==> config.mk <==
export PLATFORM = sky130hd
export DESIGN_NAME = mcyc_ctrl
export DESIGN_NICKNAME = d
export VERILOG_FILES = /design/src/rtl/mcyc_ctrl_pkg.sv /design/src/rtl/mcyc_opdec.sv /design/src/rtl/mcyc_aludec.sv /design/src/rtl/mcyc_seq.sv /design/src/rtl/mcyc_outdec.sv /design/src/rtl/mcyc_ctrl.sv
export SDC_FILE = /design/constraint.sdc
export NUM_CORES = 1
export LEC_CHECK = 0
export BUFFER_PORTS_ARGS = -buffer_cell sky130_fd_sc_hd__buf_2
export CAP_MARGIN = 40
export CELL_PAD_IN_SITES_DETAIL_PLACEMENT = 1
export CELL_PAD_IN_SITES_GLOBAL_PLACEMENT = 1
export CORE_MARGIN = 2
export CORE_UTILIZATION = 33
export CTS_CLUSTER_SIZE = 25
export DETAILED_ROUTE_END_ITERATION = 10
export GPL_TIMING_DRIVEN = 0
export PLACE_DENSITY = 0.92
export SYNTH_ARGS = -nofsm -noshare
export SYNTH_HDL_FRONTEND = slang
export SYNTH_HIERARCHICAL = 1
export SYNTH_SLANG_ARGS = --single-unit
==> constraint.sdc <==
create_clock -name clk -period 2.9 [get_ports clk]
set_clock_uncertainty 0.1 [all_clocks]
set_input_delay 0.145 -clock clk [delete_from_list [all_inputs] [get_ports clk]]
set_output_delay 0.145 -clock clk [all_outputs]
set_load 0.005 [all_outputs]
==> src/rtl/mcyc_ctrl_pkg.sv <==
`timescale 1ns/1ps
package mcyc_ctrl_pkg;

    localparam int OPC_W   = 7;
    localparam int F3_W    = 3;
    localparam int ASEL_W  = 2;
    localparam int BSEL_W  = 2;
    localparam int AOP_W   = 3;
    localparam int RSEL_W  = 2;

    localparam logic [OPC_W-1:0] OPC_LOAD  = 7'b0000011;
    localparam logic [OPC_W-1:0] OPC_STORE = 7'b0100011;
    localparam logic [OPC_W-1:0] OPC_REG   = 7'b0110011;
    localparam logic [OPC_W-1:0] OPC_IMM   = 7'b0010011;
    localparam logic [OPC_W-1:0] OPC_BEQ   = 7'b1100011;
    localparam logic [OPC_W-1:0] OPC_JAL   = 7'b1101111;

    typedef enum logic [3:0] {
        ST_FETCH, ST_DECODE, ST_MEM_ADDR, ST_MEM_READ, ST_LOAD_WB,
        ST_MEM_WRITE, ST_EXEC_REG, ST_EXEC_IMM, ST_ALU_WB, ST_BRANCH, ST_JUMP
    } state_t;

    typedef enum logic [2:0] {
        CL_LOAD, CL_STORE, CL_REG, CL_IMM, CL_BEQ, CL_JAL, CL_OTHER
    } iclass_t;

    typedef enum logic [AOP_W-1:0] {
        AOP_ADD = 3'd0, AOP_SUB = 3'd1, AOP_AND = 3'd2, AOP_OR = 3'd3, AOP_SLT = 3'd4
    } aop_t;

    typedef enum logic [ASEL_W-1:0] {
        A_PC = 2'd0, A_OLDPC = 2'd1, A_REG = 2'd2
    } asel_t;

    typedef enum logic [BSEL_W-1:0] {
        B_REG = 2'd0, B_IMM = 2'd1, B_FOUR = 2'd2
    } bsel_t;

    typedef enum logic [RSEL_W-1:0] {
        R_ALUOUT = 2'd0, R_DATA = 2'd1, R_ALU = 2'd2
    } rsel_t;

endpackage

==> src/rtl/mcyc_opdec.sv <==
`timescale 1ns/1ps
module mcyc_opdec
    import mcyc_ctrl_pkg::*;
(
    input  logic [OPC_W-1:0] opcode,
    output iclass_t          iclass
);
    always_comb begin
        unique case (opcode)
            OPC_LOAD:  iclass = CL_LOAD;
            OPC_STORE: iclass = CL_STORE;
            OPC_REG:   iclass = CL_REG;
            OPC_IMM:   iclass = CL_IMM;
            OPC_BEQ:   iclass = CL_BEQ;
            OPC_JAL:   iclass = CL_JAL;
            default:   iclass = CL_OTHER;
        endcase
    end
endmodule

==> src/rtl/mcyc_aludec.sv <==
`timescale 1ns/1ps
module mcyc_aludec
    import mcyc_ctrl_pkg::*;
(
    input  logic [F3_W-1:0] funct3,
    input  logic            funct7_b5,
    input  logic            is_reg,
    output aop_t            func_op
);
    always_comb begin
        unique case (funct3)
            3'b000:  func_op = (is_reg && funct7_b5) ? AOP_SUB : AOP_ADD;
            3'b111:  func_op = AOP_AND;
            3'b110:  func_op = AOP_OR;
            3'b010:  func_op = AOP_SLT;
            default: func_op = AOP_ADD;
        endcase
    end
endmodule

==> src/rtl/mcyc_seq.sv <==
`timescale 1ns/1ps
module mcyc_seq
    import mcyc_ctrl_pkg::*;
(
    input  logic    clk,
    input  logic    rst,
    input  iclass_t iclass,
    output state_t  state
);
    state_t next;

    always_ff @(posedge clk) begin
        if (rst) state <= ST_FETCH;
        else     state <= next;
    end

    always_comb begin
        next = ST_FETCH;
        unique case (state)
            ST_FETCH:     next = ST_DECODE;
            ST_DECODE: begin
                unique case (iclass)
                    CL_LOAD, CL_STORE: next = ST_MEM_ADDR;
                    CL_REG:            next = ST_EXEC_REG;
                    CL_IMM:            next = ST_EXEC_IMM;
                    CL_BEQ:            next = ST_BRANCH;
                    CL_JAL:            next = ST_JUMP;
                    default:           next = ST_FETCH;
                endcase
            end
            ST_MEM_ADDR:  next = (iclass == CL_LOAD) ? ST_MEM_READ : ST_MEM_WRITE;
            ST_MEM_READ:  next = ST_LOAD_WB;
            ST_LOAD_WB:   next = ST_FETCH;
            ST_MEM_WRITE: next = ST_FETCH;
            ST_EXEC_REG:  next = ST_ALU_WB;
            ST_EXEC_IMM:  next = ST_ALU_WB;
            ST_ALU_WB:    next = ST_FETCH;
            ST_BRANCH:    next = ST_FETCH;
            ST_JUMP:      next = ST_ALU_WB;
            default:      next = ST_FETCH;
        endcase
    end
endmodule

==> src/rtl/mcyc_outdec.sv <==
`timescale 1ns/1ps
module mcyc_outdec
    import mcyc_ctrl_pkg::*;
(
    input  state_t state,
    input  aop_t   func_op,
    input  logic   zero,
    output logic   addr_sel,
    output logic   ir_we,
    output logic   pc_we,
    output asel_t  a_sel,
    output bsel_t  b_sel,
    output aop_t   op,
    output logic   mem_we,
    output logic   rf_we,
    output rsel_t  res_sel
);
    always_comb begin
        addr_sel = 1'b0;
        ir_we    = 1'b0;
        pc_we    = 1'b0;
        a_sel    = A_PC;
        b_sel    = B_REG;
        op       = AOP_ADD;
        mem_we   = 1'b0;
        rf_we    = 1'b0;
        res_sel  = R_ALUOUT;
        unique case (state)
            ST_FETCH: begin
                ir_we   = 1'b1;
                pc_we   = 1'b1;
                b_sel   = B_FOUR;
                res_sel = R_ALU;
            end
            ST_DECODE: begin
                a_sel = A_OLDPC;
                b_sel = B_IMM;
            end
            ST_MEM_ADDR: begin
                a_sel = A_REG;
                b_sel = B_IMM;
            end
            ST_MEM_READ: begin
                addr_sel = 1'b1;
            end
            ST_LOAD_WB: begin
                rf_we   = 1'b1;
                res_sel = R_DATA;
            end
            ST_MEM_WRITE: begin
                addr_sel = 1'b1;
                mem_we   = 1'b1;
            end
            ST_EXEC_REG: begin
                a_sel = A_REG;
                op    = func_op;
            end
            ST_EXEC_IMM: begin
                a_sel = A_REG;
                b_sel = B_IMM;
                op    = func_op;
            end
            ST_ALU_WB: begin
                rf_we = 1'b1;
            end
            ST_BRANCH: begin
                a_sel = A_REG;
                op    = AOP_SUB;
                pc_we = zero;
            end
            ST_JUMP: begin
                pc_we = 1'b1;
                a_sel = A_OLDPC;
                b_sel = B_FOUR;
            end
            default: ;
        endcase
    end
endmodule

==> src/rtl/mcyc_ctrl.sv <==
`timescale 1ns/1ps
module mcyc_ctrl
    import mcyc_ctrl_pkg::*;
(
    input  logic                clk,
    input  logic                rst,
    input  logic [OPC_W-1:0]    opcode,
    input  logic [F3_W-1:0]     funct3,
    input  logic                funct7_b5,
    input  logic                zero,
    output logic                addr_sel,
    output logic                ir_we,
    output logic                pc_we,
    output logic [ASEL_W-1:0]   alu_a_sel,
    output logic [BSEL_W-1:0]   alu_b_sel,
    output logic [AOP_W-1:0]    alu_op,
    output logic                mem_we,
    output logic                rf_we,
    output logic [RSEL_W-1:0]   res_sel
);
    iclass_t iclass;
    state_t  state;
    aop_t    func_op;
    asel_t   a_sel;
    bsel_t   b_sel;
    aop_t    op;
    rsel_t   rsel;

    mcyc_opdec u_opdec (
        .opcode (opcode),
        .iclass (iclass)
    );

    mcyc_aludec u_aludec (
        .funct3    (funct3),
        .funct7_b5 (funct7_b5),
        .is_reg    (iclass == CL_REG),
        .func_op   (func_op)
    );

    mcyc_seq u_seq (
        .clk    (clk),
        .rst    (rst),
        .iclass (iclass),
        .state  (state)
    );

    mcyc_outdec u_outdec (
        .state    (state),
        .func_op  (func_op),
        .zero     (zero),
        .addr_sel (addr_sel),
        .ir_we    (ir_we),
        .pc_we    (pc_we),
        .a_sel    (a_sel),
        .b_sel    (b_sel),
        .op       (op),
        .mem_we   (mem_we),
        .rf_we    (rf_we),
        .res_sel  (rsel)
    );

    assign alu_a_sel = a_sel;
    assign alu_b_sel = b_sel;
    assign alu_op    = op;
    assign res_sel   = rsel;
endmodule

==> run_results.csv <==
group,metric,value,unit
status,run_status,"finished clean",
placement,place_congestion,0.762,
drt,drcViolationCount,0,
timing,finalSetupViolations,0,
finish,reg_top3,"u_seq/state x4",
yosys,yosys.area_share.simple,49.9,%
timing,slew-limit-headroom,69.5,%
floorplanning,start_util,34.9,%
finish,final_cell_area,791,um^2
grt,grt_pass1_vias,623,
timing,worstMarginPinSlew,0.457,ns
worst_setup_path,path_buf_inv,2,
yosys,synthTopCellsByArea,"dfxtp_1 (13%), nand3b_1 (6.2%), nor2b_1 (5.2%), a21oi_1 (5.0%), nor3b_1 (5.0%)",
worst_setup_path,crit_path_start_kind,"input port",
drt,post_drt_wl_per_cell,12.0,um
floorplanning,fp.dieH,46.7,um
timing,fin_crit_sh,69.0,%
worst_setup_path,end_kind,"output port",
finish,largest_reg_flops,4,
clocking,postCtsHoldBufs,0,
power_and_ir_drop,clock_power_share,38.7,%
power_and_ir_drop,switching_share,28.2,%
finish,final_util,45.8,%
yosys,syn_area,602,um^2
finish,regMostFlops,"u_seq/state",
job,timing.max_cap.violations,0,
worst_setup_path,crit_required,2.65,ns
yosys,postSynthCellCount,78,
yosys,synth_top_cell_area_share,13.3,%
drt,vias,694,
yosys,ys_types,39,
finish,nets,124,
timing,timing.final.ws_setup,0.899,ns
clocking,cts_setup_buffers,0,
floorplanning,die_area,2180,um^2
finish,fillCellCount,231,
yosys,ys_async_sr_fraction,0,%
placement,placed_area,768,um^2
clocking,cts_resized,0,
grt,overflow,0,
drt,firstDrtPassIters,4,
finish,final_layout_size_suffix_gt1_share,36.1,%
clocking,cts_max_level,1,
timing,slew_violations,0,
floorplanning,die_w,46.7,um
yosys,syn_nets,92,
floorplanning,coreArea,1730,um^2
power_and_ir_drop,peakVddDrop,0.149,mV
yosys,synth_edf_count,0,
grt,grt_first_pass_wirelength,2680,um
power_and_ir_drop,power_frac_comb,28.0,%
yosys,yosys-top-cells-count,"a21oi_1 (6), nand3b_1 (5), nor2b_1 (5)",
yosys,synth_most_common_cell,"a21oi_1",
grt,grt_util_all_layers,16.7,%
yosys,ys_seq_area_share,13.3,%
yosys,synthMuxAreaShare,0,%
timing,tns,0,ns
worst_setup_path,path_max_fanout,6,
yosys,ys.flop_type,"dfxtp_1",
yosys,synth_top_family_by_area,"simple AND/OR/NAND/NOR gates",
finish,syn_to_final_growth,31.4,%
power_and_ir_drop,seq_power_share,33.3,%
timing,hold_violations,0,
drt,totalWireLength,1590,um
power_and_ir_drop,leakagePower,0.353,nW
finish,n_antenna_cell,0,
timing,rsz0062_at_grt,"no",
yosys,synth_compound_area_share,24.5,%
power_and_ir_drop,cellPowerDensity,231,nW/um^2
worst_setup_path,critPathMaxStageDelay,0.42,ns
power_and_ir_drop,power_switching,51.5,uW
worst_setup_path,cp_slowest_cell,"a21oi_1",
worst_setup_path,worstPathCellList,"buf_2 -> nor3_1 -> nand3b_1 -> a21oi_1 -> nor3b_2 -> nand4bb_1 -> a21oi_1 -> a31o_1 -> buf_2",
placement,io_buffers,27,
yosys,yosysWarningCount,6,
finish,final_cells,133,
yosys,ys_ff_latch,4,
worst_setup_path,path_class,"input port to output port",
power_and_ir_drop,internal_power,131,uW
clocking,cts_tree,"built",
clocking,cts_made_buffers,3,
yosys,yosysTopAreaCell,"dfxtp_1",
clocking,clkLatencyLatePin,0.24,ns
drt,vias_per_cell,5.22,
clocking,clock_sinks,4,
clocking,cts_root_buf,"clkbuf_4",
placement,dp_cells,130,
yosys,synth_xor_area_share,4.37,%
worst_setup_path,crit_family,"simple AND/OR/NAND/NOR gates",
clocking,path_clk_slew,0.04,ns
grt,grt_max_degree,16,
clocking,clockBufferDepth,2,
drt,drtIter0Drc,4,
yosys,avgSynthCellArea,7.72,um^2
grt,antenna_found_initial,0,
timing,period_minus_slack,2.00,ns
hold_path,min_path_type,"input port to flop",
timing,max_freq,500,MHz
drt,drtAntennaViolNets,0,
yosys,yosys.area_share.adder,0,%
floorplanning,fp-row-count,15,
placement,place_hpwl,1240,um
floorplanning,ios,28,
placement,dp_slack,0.937,ns
worst_setup_path,cp.arrival,1.76,ns
-- kinds of logic after synthesis --
family          count (synthesis)
xor+xnor                        3
simple gates                   43
flops                           4
buf+inv                         8
compound gates                 20
-- power groups by stage --
stage / sequential (mW) / combinational [mW] / clock (mW)
finish: 0.0608 / 0.0511 / 0.0707
global route: 0.0612 / 0.0574 / 0.0795
CTS: 0.0608 / 0.0516 / 0.0760
detailed placement: 0.0617 / 0.0515 / 0
global placement: 0.0614 / 0.0487 / 0
floorplan: 0.0605 / 0.0284 / 0
-- area by class of cell --
cell class                      count  area, um^2  share of cell area, %
Inverter                            3        11.3                   1.42
Clock buffer                        3        22.5                   2.85
Buffer                              5        36.3                   4.59
Sequential cell                     4        80.1                   10.1
Timing Repair Buffer               27         135                   17.1
Tap cell                           25        31.3                   3.96
Multi-Input combinational cell     66         474                   60.0
-- placed cells by master, fill, tap and decap left out, types with 2 or more instances in the layout --
| cell type | instances |
|---|---|
| or3b_1 | 2 |
| o21ai_0 | 4 |
| buf_4 | 2 |
| buf_2 | 29 |
| nor3b_1 | 4 |
| nor4b_1 | 3 |
| nand2b_1 | 2 |
| xnor2_1 | 2 |
| nor2_1 | 2 |
| a21oi_1 | 6 |
| inv_1 | 3 |
| nand3b_1 | 5 |
| dfxtp_1 | 4 |
| nor3_1 | 4 |
| and3_1 | 3 |
| nor2b_1 | 5 |
| nand2_1 | 3 |
| clkbuf_4 | 3 |
-- through the flow --
stage	hold slack (ns)	power (mW)
6_report	0.0472	0.183
5_1_grt	0.0445	0.198
4_1_cts	0.0338	0.188
3_5_place_dp	0.292	0.113
3_3_place_gp	0.288	0.110
2_1_floorplan	0.114	0.0889
-- metal layers --
| metal | vias up | global-route usage (%) | wire length [um] |
|---|---|---|---|
| li1 | 357 | - | - |
| met1 | 324 | 22.0 | 752 |
| met2 | 13 | 28.1 | 786 |
| met3 | 0 | 2.35 | 54 |
| met4 | 0 | 5.00 | 0 |
| met5 | - | 0 | 0 |
-- worst paths after layout --
kind	start	end	slack, ns	depth (start not counted)
worst max register to register	u_seq/state[0]	u_seq/state[1]	1.40	3
worst min register to register	u_seq/state[2]	u_seq/state[0]	0.51	1
worst max-delay path	opcode[6]	alu_op[0]	0.90	9
worst min-delay path	rst	u_seq/state[3]	0.05	2
-- worst register-to-register path, stage by stage (launching register included) --
cell and delay (ns):
dfxtp_1 0.54, nor4b_1 0.41, nand3b_1 0.13, a211oi_1 0.23
(Power assumes the default switching activity.)
